File: config.mk
export PLATFORM = sky130hd
export DESIGN_NAME = chsts_capture
export DESIGN_NICKNAME = d
export VERILOG_FILES = /design/src/rtl/chsts_pkg.sv /design/src/rtl/chsts_collector.sv /design/src/rtl/chsts_store.sv /design/src/rtl/chsts_word_mux.sv /design/src/rtl/chsts_capture.sv
export SDC_FILE = /design/constraint.sdc
export NUM_CORES = 1
export LEC_CHECK = 0
export BUFFER_PORTS_ARGS = -buffer_cell sky130_fd_sc_hd__clkbuf_2
export CORE_MARGIN = 4
export CORE_UTILIZATION = 40
export CTS_BUF_LIST = sky130_fd_sc_hd__clkbuf_4
export DETAILED_ROUTE_END_ITERATION = 6
export SYNTH_ARGS = -nofsm -noshare
export SYNTH_HDL_FRONTEND = slang
export SYNTH_SLANG_ARGS = --single-unit
File: constraint.sdc
create_clock -name clk -period 2.6 [get_ports clk]
set_clock_uncertainty 0.05 [all_clocks]
set_input_delay 0.52 -clock clk [delete_from_list [all_inputs] [get_ports clk]]
set_output_delay 0.52 -clock clk [all_outputs]
set_load 0.005 [all_outputs]
File: src/rtl/chsts_pkg.sv
// Package: shared sizing for the channel-status capture buffer.
// Assumes: a block is a whole number of read words.
package chsts_pkg;
    localparam int unsigned CS_BLOCK_BITS = 192;
    localparam int unsigned CS_WORD_W     = 32;
endpackage

File: src/rtl/chsts_collector.sv
// Module: chsts_collector
// Gathers one status block, bit by bit, into a shadow register and flags
// the cycle in which the final bit arrives. The assembled block, including
// that final bit, is presented combinationally for the store to copy.
// Assumes: `take` is already qualified by strobe and channel selection.
module chsts_collector #(
    parameter int unsigned BLOCK_BITS = 192,
    parameter int unsigned CNT_W      = $clog2(BLOCK_BITS)
) (
    input  logic                  clk,
    input  logic                  rst_n,
    input  logic                  take,
    input  logic                  mark,
    input  logic                  bit_in,
    output logic                  commit,
    output logic [BLOCK_BITS-1:0] blk_out
);
    localparam logic [CNT_W-1:0] LAST_POS = CNT_W'(BLOCK_BITS - 1);
    localparam logic [CNT_W-1:0] ONE_POS  = CNT_W'(1);

    logic [BLOCK_BITS-1:0] shadow;
    logic [CNT_W-1:0]      cnt;
    logic                  armed;

    // Final bit of an armed block that is not itself a restart.
    assign commit = take && !mark && armed && (cnt == LAST_POS);

    // Present the shadow with the incoming final bit merged in.
    always_comb begin
        blk_out                 = shadow;
        blk_out[BLOCK_BITS-1]   = bit_in;
    end

    // Shadow, position counter and armed flag update.
    always_ff @(posedge clk) begin
        if (!rst_n) begin
            shadow <= '0;
            cnt    <= '0;
            armed  <= 1'b0;
        end else if (take) begin
            if (mark) begin
                shadow[0] <= bit_in;
                cnt       <= ONE_POS;
                armed     <= 1'b1;
            end else if (armed) begin
                shadow[cnt] <= bit_in;
                if (cnt == LAST_POS) begin
                    cnt   <= '0;
                    armed <= 1'b0;
                end else begin
                    cnt <= cnt + ONE_POS;
                end
            end
        end
    end


    mark_restart_chk: assert property (@(posedge clk) disable iff (!rst_n)
        (take && mark) |=> (armed && cnt == ONE_POS));


    done_disarm_chk: assert property (@(posedge clk) disable iff (!rst_n)
        commit |=> (!armed && cnt == '0));


    cnt_bound_chk: assert property (@(posedge clk) disable iff (!rst_n)
        cnt <= LAST_POS);
endmodule

File: src/rtl/chsts_store.sv
// Module: chsts_store
// Holds the last complete status block. Loads all bits at once on commit.
// Assumes: commit is a single-cycle pulse from the collector.
module chsts_store #(
    parameter int unsigned BLOCK_BITS = 192
) (
    input  logic                  clk,
    input  logic                  rst_n,
    input  logic                  commit,
    input  logic [BLOCK_BITS-1:0] blk_in,
    output logic [BLOCK_BITS-1:0] held
);
    // Atomic copy of the finished block.
    always_ff @(posedge clk) begin
        if (!rst_n)      held <= '0;
        else if (commit) held <= blk_in;
    end


    hold_still_chk: assert property (@(posedge clk) disable iff (!rst_n)
        !commit |=> $stable(held));


    load_whole_chk: assert property (@(posedge clk) disable iff (!rst_n)
        commit |=> (held == $past(blk_in)));
endmodule

File: src/rtl/chsts_word_mux.sv
// Module: chsts_word_mux
// Slices the held block into words and returns the indexed one. Indices
// beyond the last word return zero.
// Assumes: 2**IDX_W >= NUM_WORDS.
module chsts_word_mux #(
    parameter int unsigned BLOCK_BITS = 192,
    parameter int unsigned WORD_W     = 32,
    parameter int unsigned NUM_WORDS  = BLOCK_BITS / WORD_W,
    parameter int unsigned IDX_W      = 3
) (
    input  logic [BLOCK_BITS-1:0] held,
    input  logic [IDX_W-1:0]      idx,
    output logic [WORD_W-1:0]     word
);
    logic [WORD_W-1:0] slices [NUM_WORDS];

    for (genvar g = 0; g < NUM_WORDS; g++) begin : g_slice
        assign slices[g] = held[g*WORD_W +: WORD_W];
    end

    // Word select with zero default for unused indices.
    always_comb begin
        word = '0;
        for (int i = 0; i < NUM_WORDS; i++) begin
            if (idx == IDX_W'(i)) word = slices[i];
        end
    end
endmodule

File: src/rtl/chsts_capture.sv
// Module: chsts_capture (top)
// Captures the channel-status block of one selected channel from
// pre-decoded subframes and exposes it as indexed 32-bit words.
// Assumes: upstream supplies one subframe per sub_valid cycle, with the
// block marker on the first frame of each block.
module chsts_capture #(
    parameter int unsigned BLOCK_BITS = chsts_pkg::CS_BLOCK_BITS,
    parameter int unsigned WORD_W     = chsts_pkg::CS_WORD_W,
    parameter int unsigned IDX_W      = 3
) (
    input  logic              clk,
    input  logic              rst_n,
    input  logic              sub_valid,
    input  logic              sub_is_b,
    input  logic              status_bit,
    input  logic              block_start,
    input  logic              chan_sel_b,
    input  logic [IDX_W-1:0]  word_idx,
    output logic [WORD_W-1:0] rd_word
);
    localparam int unsigned NUM_WORDS = BLOCK_BITS / WORD_W;

    logic                  take;
    logic                  commit;
    logic [BLOCK_BITS-1:0] blk_asm;
    logic [BLOCK_BITS-1:0] held;

    // Accept only strobed subframes of the selected channel.
    assign take = sub_valid && (sub_is_b == chan_sel_b);

    chsts_collector #(.BLOCK_BITS(BLOCK_BITS)) u_collect (
        .clk(clk), .rst_n(rst_n), .take(take), .mark(block_start),
        .bit_in(status_bit), .commit(commit), .blk_out(blk_asm)
    );

    chsts_store #(.BLOCK_BITS(BLOCK_BITS)) u_store (
        .clk(clk), .rst_n(rst_n), .commit(commit), .blk_in(blk_asm),
        .held(held)
    );

    chsts_word_mux #(
        .BLOCK_BITS(BLOCK_BITS), .WORD_W(WORD_W),
        .NUM_WORDS(NUM_WORDS), .IDX_W(IDX_W)
    ) u_mux (
        .held(held), .idx(word_idx), .word(rd_word)
    );


    idx_zero_chk: assert property (@(posedge clk) disable iff (!rst_n)
        (word_idx >= IDX_W'(NUM_WORDS)) |-> (rd_word == '0));


    other_chan_chk: assert property (@(posedge clk) disable iff (!rst_n)
        (sub_valid && sub_is_b != chan_sel_b)
            |=> (!$stable(word_idx) || $stable(rd_word)));
endmodule

==> results of run 1 <==
power breakdown:
part	internal, µW	switching, µW
sequential	6010	5.02
clock	2970	2530
combinational	113	335
total	9090	2870
layer usage:
layer,share of wire (%),global-route usage [%]
met1,43,34.1
met2,45,38.1
met3,9.1,5.60
met4,2.8,8.66
met5,0,0
layout make-up:
class | count | area, µm² | share of cell area (%)
flip-flops and latches | 392 | 7850 | 41.5
multi-input cells | 1501 | 7800 | 41.3
repair buffers | 139 | 1200 | 6.38
clock buffers | 160 | 1200 | 6.36
well taps | 532 | 666 | 3.52
clock inverters | 17 | 131 | 0.695
inverters | 6 | 30.0 | 0.159
diodes | 4 | 10.0 | 0.0530
worst max-delay path by stage:
stage	startpoint	end	slack, ns
floorplan	word_idx[1]	rd_word[0]	0.36
global route	u_store.held[23]$_SDFFE_PN0P_	rd_word[23]	0.01
CTS	u_store.held[23]$_SDFFE_PN0P_	rd_word[23]	0.02
finish	word_idx[1]	rd_word[6]	0.13
detailed placement	word_idx[1]	rd_word[15]	0.12
global placement	word_idx[1]	rd_word[15]	0.19
sequential cells by signal, indices dropped and copies added, names as in the netlist:
signal and cells:
u_store.held 192, u_collect.shadow 191, u_collect.cnt 8, u_collect.armed 1
cell usage after synthesis, types with 4 or more instances:
master | n | share of area (%)
nor4_4 | 8 | 1.0
nand2b_1 | 5 | 0.19
buf_2 | 62 | 1.9
ha_1 | 4 | 0.30
dfxtp_1 | 392 | 47
a21oi_1 | 418 | 13
nor2_1 | 36 | 0.82
mux2i_1 | 64 | 3.9
and3b_1 | 10 | 0.53
nand2_1 | 468 | 11
and3_1 | 5 | 0.19
a31oi_1 | 5 | 0.19
clkbuf_1 | 105 | 2.4
inv_1 | 6 | 0.14
nor2b_1 | 8 | 0.30
o21ai_1 | 7 | 0.21
buf_1 | 24 | 0.54
o21ai_0 | 187 | 5.7
buf_4 | 12 | 0.54
nor3b_1 | 5 | 0.23
nand3_1 | 164 | 5.0
nand4_1 | 45 | 1.7
o221ai_1 | 32 | 1.7
through the flow:
stage	instances	hold WS (ns)	utilization, %	worst slack, ns	cell area [µm²]
2_1_floorplan	2107	0.378	-	0.355	16500
3_3_place_gp	2568	0.382	42.9	0.187	17500
3_5_place_dp	2568	0.390	42.9	0.121	17500
4_1_cts	2747	0.0475	46.2	0.0216	18900
5_1_grt	2749	0.0633	46.3	0.0142	18900
6_report	2751	0.0963	46.3	0.127	18900
worst min-delay path, cell delays in order:
cell     delay, ns
buf_6         0.21
nand2_1       0.11
o31ai_1       0.06
kinds of logic (layout without fill, tap and decap cells):
| logic type | after synthesis | after routing | share of synthesized area, % |
|---|---|---|---|
| buffers and inverters | 214 | 322 | 5.75 |
| multiplexers | 64 | 64 | 3.87 |
| AND/OR/NAND/NOR | 772 | 772 | 21.5 |
| flip-flops | 392 | 392 | 47.4 |
| AO/OA/AOI/OAI | 659 | 659 | 20.9 |
| XOR/XNOR | 2 | 2 | 0.265 |
| other | 0 | 4 | 0 |
| adder cells (fa/ha/maj) | 4 | 4 | 0.302 |
timing repair:
item | in CTS | in global routing
endpoints found under the hold margin | 4 | 0
hold buffers | 2 | 0
setup endpoints to repair | 0 | 2
gates resized for setup | 0 | 2
==> summary.md, run 1 <==
| Metric | Value |
|---|---|
| Syn nets | `2121` |
| R2R Setup Slk | `0.32 ns` |
| Hold depth | `3` |
| Io pins | `42` |
| Die X-Extent | `211 µm` |
| Drt first-iter violations | `1787` |
| Fmax | `404 MHz` |
| RSZ-0062 raised after global routing | `false` |
| Clk sink count | `392` |
| Layout cells sized above 1 | `14.8%` |
| Maxcap violations | `0` |
| Final ANT Viol Nets | `0` |
| Endpoints failing setup | `0` |
| Final Slew Violations | `0` |
| GP Congestion | `0.889` |
| Arrival @ worst endpoint | `1.90 ns` |
| Critical path's slowest cell | `buf_4` |
| Stages on the worst setup path | `7` |
| Reg2reg path depth | `7` |
| CTS tree | `yes` |
| Critical path's top delay family | `buffers and inverters` |
| Rel. slew slack | `48.0%` |
| Min-delay worst type | `in2reg` |
| Fill count | `4065` |
| Sequential element share of the synthesized area | `47.4%` |
| P_leak | `0.00627 µW` |
| Post-synth EDFFs | `0` |
| Antenna violations before repair | `2` |
| CP cell instances | `clkbuf_2 > nor2b_1 > nor2b_2 > buf_4 > nand2_1 > o221ai_1 > clkbuf_2` |
| Vias in the first global route | `14900` |
| Worst r2r dst | `u_collect.shadow[128]$_SDFFE_PN0P_` |
| Num rows | `74` |
| Die H | `211 µm` |
| Via density | `5.76` |
| Buf+Inv Stages, Crit Path | `3` |
| Pre-antenna DRT Iters | `6` |
| Crit Path Category | `in2out` |
| Endpoint, Worst Hold | `u_collect.shadow[0]$_SDFFE_PN0P_` |
| Worst-path fanout max | `16` |
| PwrDens | `633 nW/µm²` |
| #FFs+latches synth | `392` |
| Max Root-Sink Buffers | `3` |
| Setup TNS | `0 ns` |
| FF-to-FF Start | `u_collect.cnt[0]$_SDFFE_PN0P_` |
| Core ar. | `40800 µm²` |
| DP HPWL | `35900 µm` |
| Post-layout min period | `2.47 ns` |
| Asr flop ratio synth | `0%` |
| DRT Wirelength | `56700 µm` |
| Crit path largest cell delay | `0.28 ns` |
| Worst path most repeated cell | `clkbuf_2` |
| Most frequent cells in the layout | `nand2_1 (468), a21oi_1 (418), dfxtp_1 (392)` |
| Syn_area_per_cell | `7.85 µm²` |
| Post-synth top flop | `dfxtp_1` |
| H-tree levels | `3` |
| Critical path capture point type | `primary output` |
| Pwr Total | `12000 µW` |
| Worst-Margin Slew | `0.779 ns` |
| Root buffer cell | `clkbuf_4` |
| Hold violation count in the final report | `0` |
| Largest net degree at the start of global routing | `75` |
| Status | `complete, no violations` |
| Total Routing Usage GR | `24.7%` |
| CTS buffer count | `103` |
| Cells after synthesis | `2107` |
| Netlist cell types | `47` |
| I/O Buffers | `41` |
| Cell Area, Synth | `16500 µm²` |
| Setup crit start kind | `input port` |
| Detailed-route via count | `15900` |
| Nets | `2157` |
| Min-delay src | `status_bit` |
| WL/cell | `20.6 µm` |
| Critical path required time | `2.03 ns` |
| Setup Fix Bufs, Post-CTS | `0` |
| Worst-path clk slew | `0.06 ns` |
| Grt ovf | `0` |
| Initial Utilization | `40.5%` |
| Synthesis Warnings | `0` |
| Drt drc | `0` |
| First-pass GRT wire length | `87200 µm` |
| Layout Area Growth over Synthesis | `14.2%` |
| Die area | `44700 µm²` |
| Commonest non-fill, non-tap cell in the layout | `nand2_1` |
| Clk Latency, worst-skew pair | `0.83 ns` |
| Crit share post-route | `95.1%` |
| Max VDD drop | `0.251 mV` |
Power figures use the tool's default switching activity.
==> inputs of run 2 (changes only) <==
==> constraint.sdc (replaced) <==
create_clock -name clk -period 2.6 [get_ports clk]
set_clock_uncertainty 0.05 [all_clocks]
set_input_delay 0.52 -clock clk [delete_from_list [all_inputs] [get_ports clk]]
set_output_delay 0.52 -clock clk [all_outputs]
set_load 0.1 [all_outputs]
==> run 2 against run 1 <==
Net effect:
- routed wire length rose by 1.0%
- sequential power barely moved
- global-route usage rose by 0.28 points
- clock-buffer cell count fell by 10
- largest cell class is now multi-input combinational cells
- die area did not move
- cell area rose by 5.6%
- worst setup slack got worse by 0.015 ns
- core utilization rose by 2.6 points
==> summary.md, run 2 (same netlist as run 1, synthesis figures left out) <==
| Metric | Value |
|---|---|
| Crit Path Category | `reg2out` |
| Clk sink count | `392 (unchanged)` |
| Max VDD drop | `0.333 mV (+33%)` |
| Critical path required time | `2.03 ns (about the same)` |
| Hold violation count in the final report | `0 (unchanged)` |
| First-pass GRT wire length | `87700 µm (+0.57%)` |
| Arrival @ worst endpoint | `1.92 ns (+0.02 ns)` |
| Largest net degree at the start of global routing | `110 (+47%)` |
| Rel. slew slack | `54.6% (+6.6 points)` |
| Most frequent cells in the layout | `nand2_1 (468), a21oi_1 (400), dfxtp_1 (378)` |
| Commonest non-fill, non-tap cell in the layout | `nand2_1` |
| Top flop regs | `u_store.held (192), u_collect.shadow (191), u_collect.cnt (8)` |
| DRT Wirelength | `57300 µm (+1.0%)` |
| Initial Utilization | `40.5% (unchanged)` |
| GP Congestion | `0.876 (-1.5%)` |
| I/O Buffers | `41 (unchanged)` |
| Die area | `44700 µm² (unchanged)` |
| Worst-path clk slew | `0.06 ns (about the same)` |
| Total Routing Usage GR | `24.9% (+0.28 points)` |
| CTS buffer count | `103 (unchanged)` |
| Buf+Inv Stages, Crit Path | `1 (-2)` |
| Reg with most FFs | `u_store.held` |
| Die X-Extent | `211 µm (unchanged)` |
| Critical path's top delay family | `flip-flops` |
| Gr busiest metal | `met2` |
| CP cell instances | `mux2i_1 > nor2_1 > a21oi_2 > o221ai_4 > buf_12` |
| Pre-antenna DRT Iters | `5 (-1)` |
| Pwr Total | `11900 µW (-0.47%)` |
| CTS tree | `yes` |
| Critical path capture point type | `primary output` |
| Crit path largest cell delay | `0.42 ns (+0.14 ns)` |
| Crit share post-route | `95.7% (+0.59 points)` |
| Via density | `5.74 (-0.35%)` |
| Detailed-route via count | `15700 (-0.71%)` |
| Fmax | `402 MHz (-0.62%)` |
| Worst-Margin Slew | `0.681 ns (-0.0983 ns)` |
| Drt first-iter violations | `1800 (+0.73%)` |
| Drt drc | `0 (unchanged)` |
| Reg2reg path depth | `6 (-1)` |
| Hold depth | `3 (unchanged)` |
| Final ANT Viol Nets | `0 (unchanged)` |
| PwrDens | `597 nW/µm² (-5.7%)` |
| Worst-path fanout max | `2 (-14)` |
| Layout Area Growth over Synthesis | `20.6%` |
| P_leak | `0.00641 µW (+2.3%)` |
| Antenna violations before repair | `2 (unchanged)` |
| Root buffer cell | `clkbuf_4` |
| Io pins | `42 (unchanged)` |
| Min-delay worst type | `in2reg` |
| Endpoints failing setup | `0 (unchanged)` |
| WL/cell | `20.9 µm (+1.4%)` |
| Core ar. | `40800 µm² (unchanged)` |
| Max reg flops | `192 (unchanged)` |
| Maxcap violations | `0 (unchanged)` |
| Placed cell area | `18500 µm² (+5.8%)` |
| Layout cells sized above 1 | `17.0% (+2.2 points)` |
| Nets | `2150 (-0.32%)` |
| Layout Utilization | `48.9% (+2.6 points)` |
| H-tree levels | `3 (unchanged)` |
| Max Root-Sink Buffers | `3 (unchanged)` |
| Num rows | `74 (unchanged)` |
| Setup TNS | `0 ns (unchanged)` |
| Finished Cell Area | `19900 µm² (+5.6%)` |
| Stages on the worst setup path | `5 (-2)` |
| Grt ovf | `0 (unchanged)` |
| Status | `complete, no violations` |
| DP HPWL | `36100 µm (+0.54%)` |
| Met2 Use GR | `37.9% (-0.21 points)` |
| Post-layout min period | `2.49 ns (+0.0153 ns)` |
| GRT met3 Usage | `4.56% (-1.0 points)` |
| GRT met1 Usage | `36.2% (+2.1 points)` |
| Die H | `211 µm (unchanged)` |
| Vias in the first global route | `14700 (-1.7%)` |
| Critical path's slowest cell | `dfxtp_1` |
| Clk Latency, worst-skew pair | `0.81 ns (-0.02 ns)` |
| Setup crit start kind | `flip-flop` |
| Final Slew Violations | `0 (unchanged)` |
## run 2: cell count changes in the layout (fill, tap and decap cells not counted), sizes merged
cell | before | now
buf | 98 | 124
bufinv | 2 | 3
clkbuf | 199 | 156
clkinv | 11 | 19
clkinvlp | 1 | 0
diode | 4 | 3
## run 2: worst paths after layout
kind                                     startpoint                              to  slack (ns)
setup / recovery      u_store.held[28]$_SDFFE_PN0P_                     rd_word[28]        0.11
setup reg to reg      u_collect.cnt[5]$_SDFFE_PN0P_  u_store.held[120]$_SDFFE_PN0P_        0.43
hold / removal                            sub_valid   u_collect.cnt[0]$_SDFFE_PN0P_        0.11
hold reg to reg   u_collect.shadow[37]$_SDFFE_PN0P_   u_store.held[37]$_SDFFE_PN0P_        0.37
## run 2: power breakdown
group / switching (µW) / internal [µW] / total, µW
Combinational: 350 / 108 / 458
Sequential: 5.21 / 6010 / 6010
Clock: 2520 / 2920 / 5430
Total: 2870 / 9030 / 11900
## run 2: through the flow
step                instances  setup slack [ns]  hold WS (ns)
global route             2740          -0.00325        0.0815
detailed placement       2562            0.0612         0.389
finish                   2741             0.112         0.112
floorplan                2107            -0.280         0.378
global placement         2562             0.153         0.383
CTS                      2739          0.000584        0.0470
## run 2: cell type report
cell class | instances | area [µm²]
Timing Repair Buffer | 132 | 1680
Multi-Input combinational cell | 1501 | 8390
Antenna cell | 3 | 7.51
Inverter | 6 | 30.0
Clock inverter | 25 | 180
Clock buffer | 150 | 1130
Sequential cell | 392 | 7870
Tap cell | 532 | 666
Fill cell | 3910 | 20900
## run 2: repair_timing
| action | in CTS | in global routing |
|---|---|---|
| gates resized for setup | 11 | 25 |
| hold endpoints to repair | 4 | 0 |
| setup buffers | 0 | 0 |
| endpoints found under the setup margin | 5 | 20 |
| hold buffers | 2 | 0 |
| pin swaps | 1 | 0 |
## run 2: worst register-to-register path: cells and delay by family, from the launching register on
kind	cells	cell delay [ns]
simple gates	3	0.72
flops	1	0.68
buf+inv	2	0.49
compound gates	1	0.13
## run 2: layer usage
metal | routed length [µm] | vias to the layer above
met5 | 0 | -
met4 | 1370 | 0
met3 | 4870 | 96
met2 | 25600 | 681
met1 | 25400 | 7526
li1 | - | 7441
==> inputs of run 3 (changes only) <==
--- a/config.mk
+++ b/config.mk
@@ -7,9 +7,11 @@
 export LEC_CHECK = 0
 export BUFFER_PORTS_ARGS = -buffer_cell sky130_fd_sc_hd__clkbuf_2
 export CORE_MARGIN = 4
-export CORE_UTILIZATION = 40
+export CORE_UTILIZATION = 65
 export CTS_BUF_LIST = sky130_fd_sc_hd__clkbuf_4
+export CTS_CLUSTER_DIAMETER = 120
 export DETAILED_ROUTE_END_ITERATION = 6
+export PLACE_DENSITY = 0.82
 export SYNTH_ARGS = -nofsm -noshare
 export SYNTH_HDL_FRONTEND = slang
 export SYNTH_SLANG_ARGS = --single-unit
==> run 3 against run 2 <==
Net effect:
- the flow now finishes with violations (DRC)
- worst hold slack got worse by 0.0062 ns
- sequential cell count unchanged
- via count increased by 4.7%
- die area decreased by 37%
- non-clock buffer count unchanged
==> summary.md, run 3 (same netlist as run 1, synthesis figures left out) <==
| Metric | Value |
|---|---|
| Status | `finished with violations` |
| Failing checks | `DRC` |
| Endpoint, Worst Hold | `u_collect.armed$_SDFFE_PN0P_` |
| WL/cell | `22.1 µm (+5.7%)` |
| Fill count | `1724 (-56%)` |
| Drt first-iter violations | `2897 (+61%)` |
| Root buffer cell | `clkbuf_4` |
| Crit share post-route | `99.8% (+4.1 points)` |
| Final std cells w/o fill | `2509 (-8.5%)` |
| Critical path's top delay family | `buffers and inverters` |
| PwrDens | `581 nW/µm² (-2.7%)` |
| Max Root-Sink Buffers | `3 (unchanged)` |
| Critical path's slowest cell | `mux2i_1` |
| Final Slew Violations | `0 (unchanged)` |
| First-pass GRT wire length | `85500 µm (-2.5%)` |
| Worst r2r dst | `u_store.held[118]$_SDFFE_PN0P_` |
| Buf+Inv Stages, Crit Path | `3 (+2)` |
| Maxcap violations | `0 (unchanged)` |
| Die area | `28100 µm² (-37%)` |
| DP HPWL | `35900 µm (-0.67%)` |
| Crit path largest cell delay | `0.54 ns (+0.12 ns)` |
| Hold depth | `3 (unchanged)` |
| Antenna violations before repair | `1 (-1)` |
| Via density | `6.57 (+14%)` |
| Reg with most FFs | `u_store.held` |
| Hold Slack | `0.106 ns (-0.00617 ns)` |
| Dpl ws | `0.00461 ns (-0.0566 ns)` |
| H-tree levels | `3 (unchanged)` |
| Final ANT Viol Nets | `0 (unchanged)` |
| R2R Setup Slk | `0.39 ns (-0.04 ns)` |
| Max reg flops | `192 (unchanged)` |
| Setup Fix Bufs, Post-CTS | `0 (unchanged)` |
| Setup crit start kind | `input port` |
| Clk sink count | `392 (unchanged)` |
| Num rows | `58 (-22%)` |
| Worst-Margin Slew | `0.969 ns (+0.288 ns)` |
| Finished Cell Area | `19300 µm² (-3.3%)` |
| Io pins | `42 (unchanged)` |
| CP cell instances | `buf_4 > buf_4 > mux2i_1 > o221ai_4 > buf_12` |
| CTS buffer count | `97 (-5.8%)` |
| Clk Latency, worst-skew pair | `0.76 ns (-0.05 ns)` |
| Initial Utilization | `65.9% (+25 points)` |
| I/O Buffers | `41 (unchanged)` |
| Largest net degree at the start of global routing | `177 (+61%)` |
| Critical path capture point type | `primary output` |
| Fin worst setup slack | `0.00570 ns (-0.106 ns)` |
| DRT Wirelength | `55400 µm (-3.3%)` |
| Layout Area Growth over Synthesis | `16.6%` |
| Placed cell area | `18200 µm² (-2.0%)` |
| Most frequent cells in the layout | `nand2_1 (468), a21oi_1 (409), dfxtp_1 (392)` |
| Nets | `2144 (-0.28%)` |
| Hold violation count in the final report | `0 (unchanged)` |
| Min-delay worst type | `in2reg` |
| Core ar. | `25100 µm² (-39%)` |
| Max VDD drop | `0.314 mV (-5.7%)` |
| Detailed-route via count | `16500 (+4.7%)` |
| Total Routing Usage GR | `38.1% (+13 points)` |
| Grt ovf | `0 (unchanged)` |
| Worst-path clk slew | `0.06 ns (about the same)` |
| Pre-antenna DRT Iters | `7 (+2)` |
| Worst path most repeated cell | `buf_4` |
| Vias in the first global route | `15500 (+5.3%)` |
| FF-to-FF Start | `u_collect.cnt[5]$_SDFFE_PN0P_` |
| Min-delay src | `block_start` |
| GP Congestion | `0.888 (+1.4%)` |
| CTS tree | `yes` |
| P_leak | `0.00621 µW (-3.2%)` |
| Arrival @ worst endpoint | `2.02 ns (+0.10 ns)` |
| Critical path required time | `2.03 ns (about the same)` |
| Endpoints failing setup | `0 (unchanged)` |
| Rel. slew slack | `35.3% (-19 points)` |
| Post-CTS Hold Fix Bufs | `0 (-2)` |
| Top flop regs | `u_store.held (192), u_collect.shadow (191), u_collect.cnt (8)` |
| Crit Path Category | `in2out` |
| Drt drc | `2 (+2)` |
| Die H | `168 µm (-21%)` |
| Reg2reg path depth | `5 (-1)` |
| Die X-Extent | `168 µm (-21%)` |
| Placed Cells | `2361 (-7.8%)` |
| Fmax | `385 MHz (-4.1%)` |
| Post-layout min period | `2.59 ns (+0.106 ns)` |
| Layout Utilization | `76.8% (+28 points)` |
| Layout cells sized above 1 | `15.5% (-1.5 points)` |
| Commonest non-fill, non-tap cell in the layout | `nand2_1` |
| Worst-path fanout max | `12 (+10)` |
run 3: changes by cell type in the layout (fill, tap and decap cells not counted), sizes merged:
cell         previous run  this run
clkinvlp                0         3
clkbuf                156       142
inv                     9         7
dlygate4sd3             2         0
bufinv                  3         0
diode                   3         2
buf                   124       126
clkinv                 19         6
run 3: final cells by class:
type | count | area [µm²] | area share [%]
Clock buffer | 136 | 1020 | 5.29
Antenna cell | 2 | 5.00 | 0.0259
Tap cell | 330 | 413 | 2.14
Multi-Input combinational cell | 1501 | 8370 | 43.4
Inverter | 6 | 30.0 | 0.156
Clock inverter | 10 | 58.8 | 0.305
Timing Repair Buffer | 132 | 1550 | 8.04
Sequential cell | 392 | 7850 | 40.7
run 3: worst register-to-register path: stages (launching register included):
cell and delay [ns]:
dfxtp_1 0.65, and4b_1 0.33, nand4_1 0.21, buf_12 0.34, nand2_1 0.40, a21oi_1 0.09
run 3: power breakdown:
group          switching, µW  internal, µW  total, µW
Clock                   2390          2370       4750
Combinational            335           102        437
Sequential              5.50          6010       6010
Total                   2730          8470      11200
run 3: through the flow:
step	total power, µW	TNS [ns]
floorplan	6430	-0.455
global placement	6560	0
detailed placement	6570	0
CTS	11200	0
global route	11500	-0.00513
finish	11200	0
run 3: how the worst max path moves through the flow:
stage	start	slack, ns	end	cells past startpoint
floorplan	word_idx[1]	-0.28	rd_word[0]	6
global placement	word_idx[0]	0.03	rd_word[4]	5
detailed placement	word_idx[0]	0.005	rd_word[10]	6
CTS	word_idx[0]	0.009	rd_word[4]	5
global route	u_store.held[17]$_SDFFE_PN0P_	-0.005	rd_word[17]	6
finish	word_idx[0]	0.006	rd_word[16]	5
run 3: routing by layer:
metal / global-route usage (%) / up-vias / wire [µm]
li1: - / 7397 / -
met2: 53.6 / 1244 / 23300
met4: 15.1 / 0 / 2210
met1: 52.0 / 7645 / 20800
met5: 0 / - / 0
met3: 16.0 / 200 / 9100
run 3: repair_timing:
action                     4_1_cts  5_1_grt
hold endpoints to repair         0        0
setup endpoints to repair        2       12
resized for setup                2       12
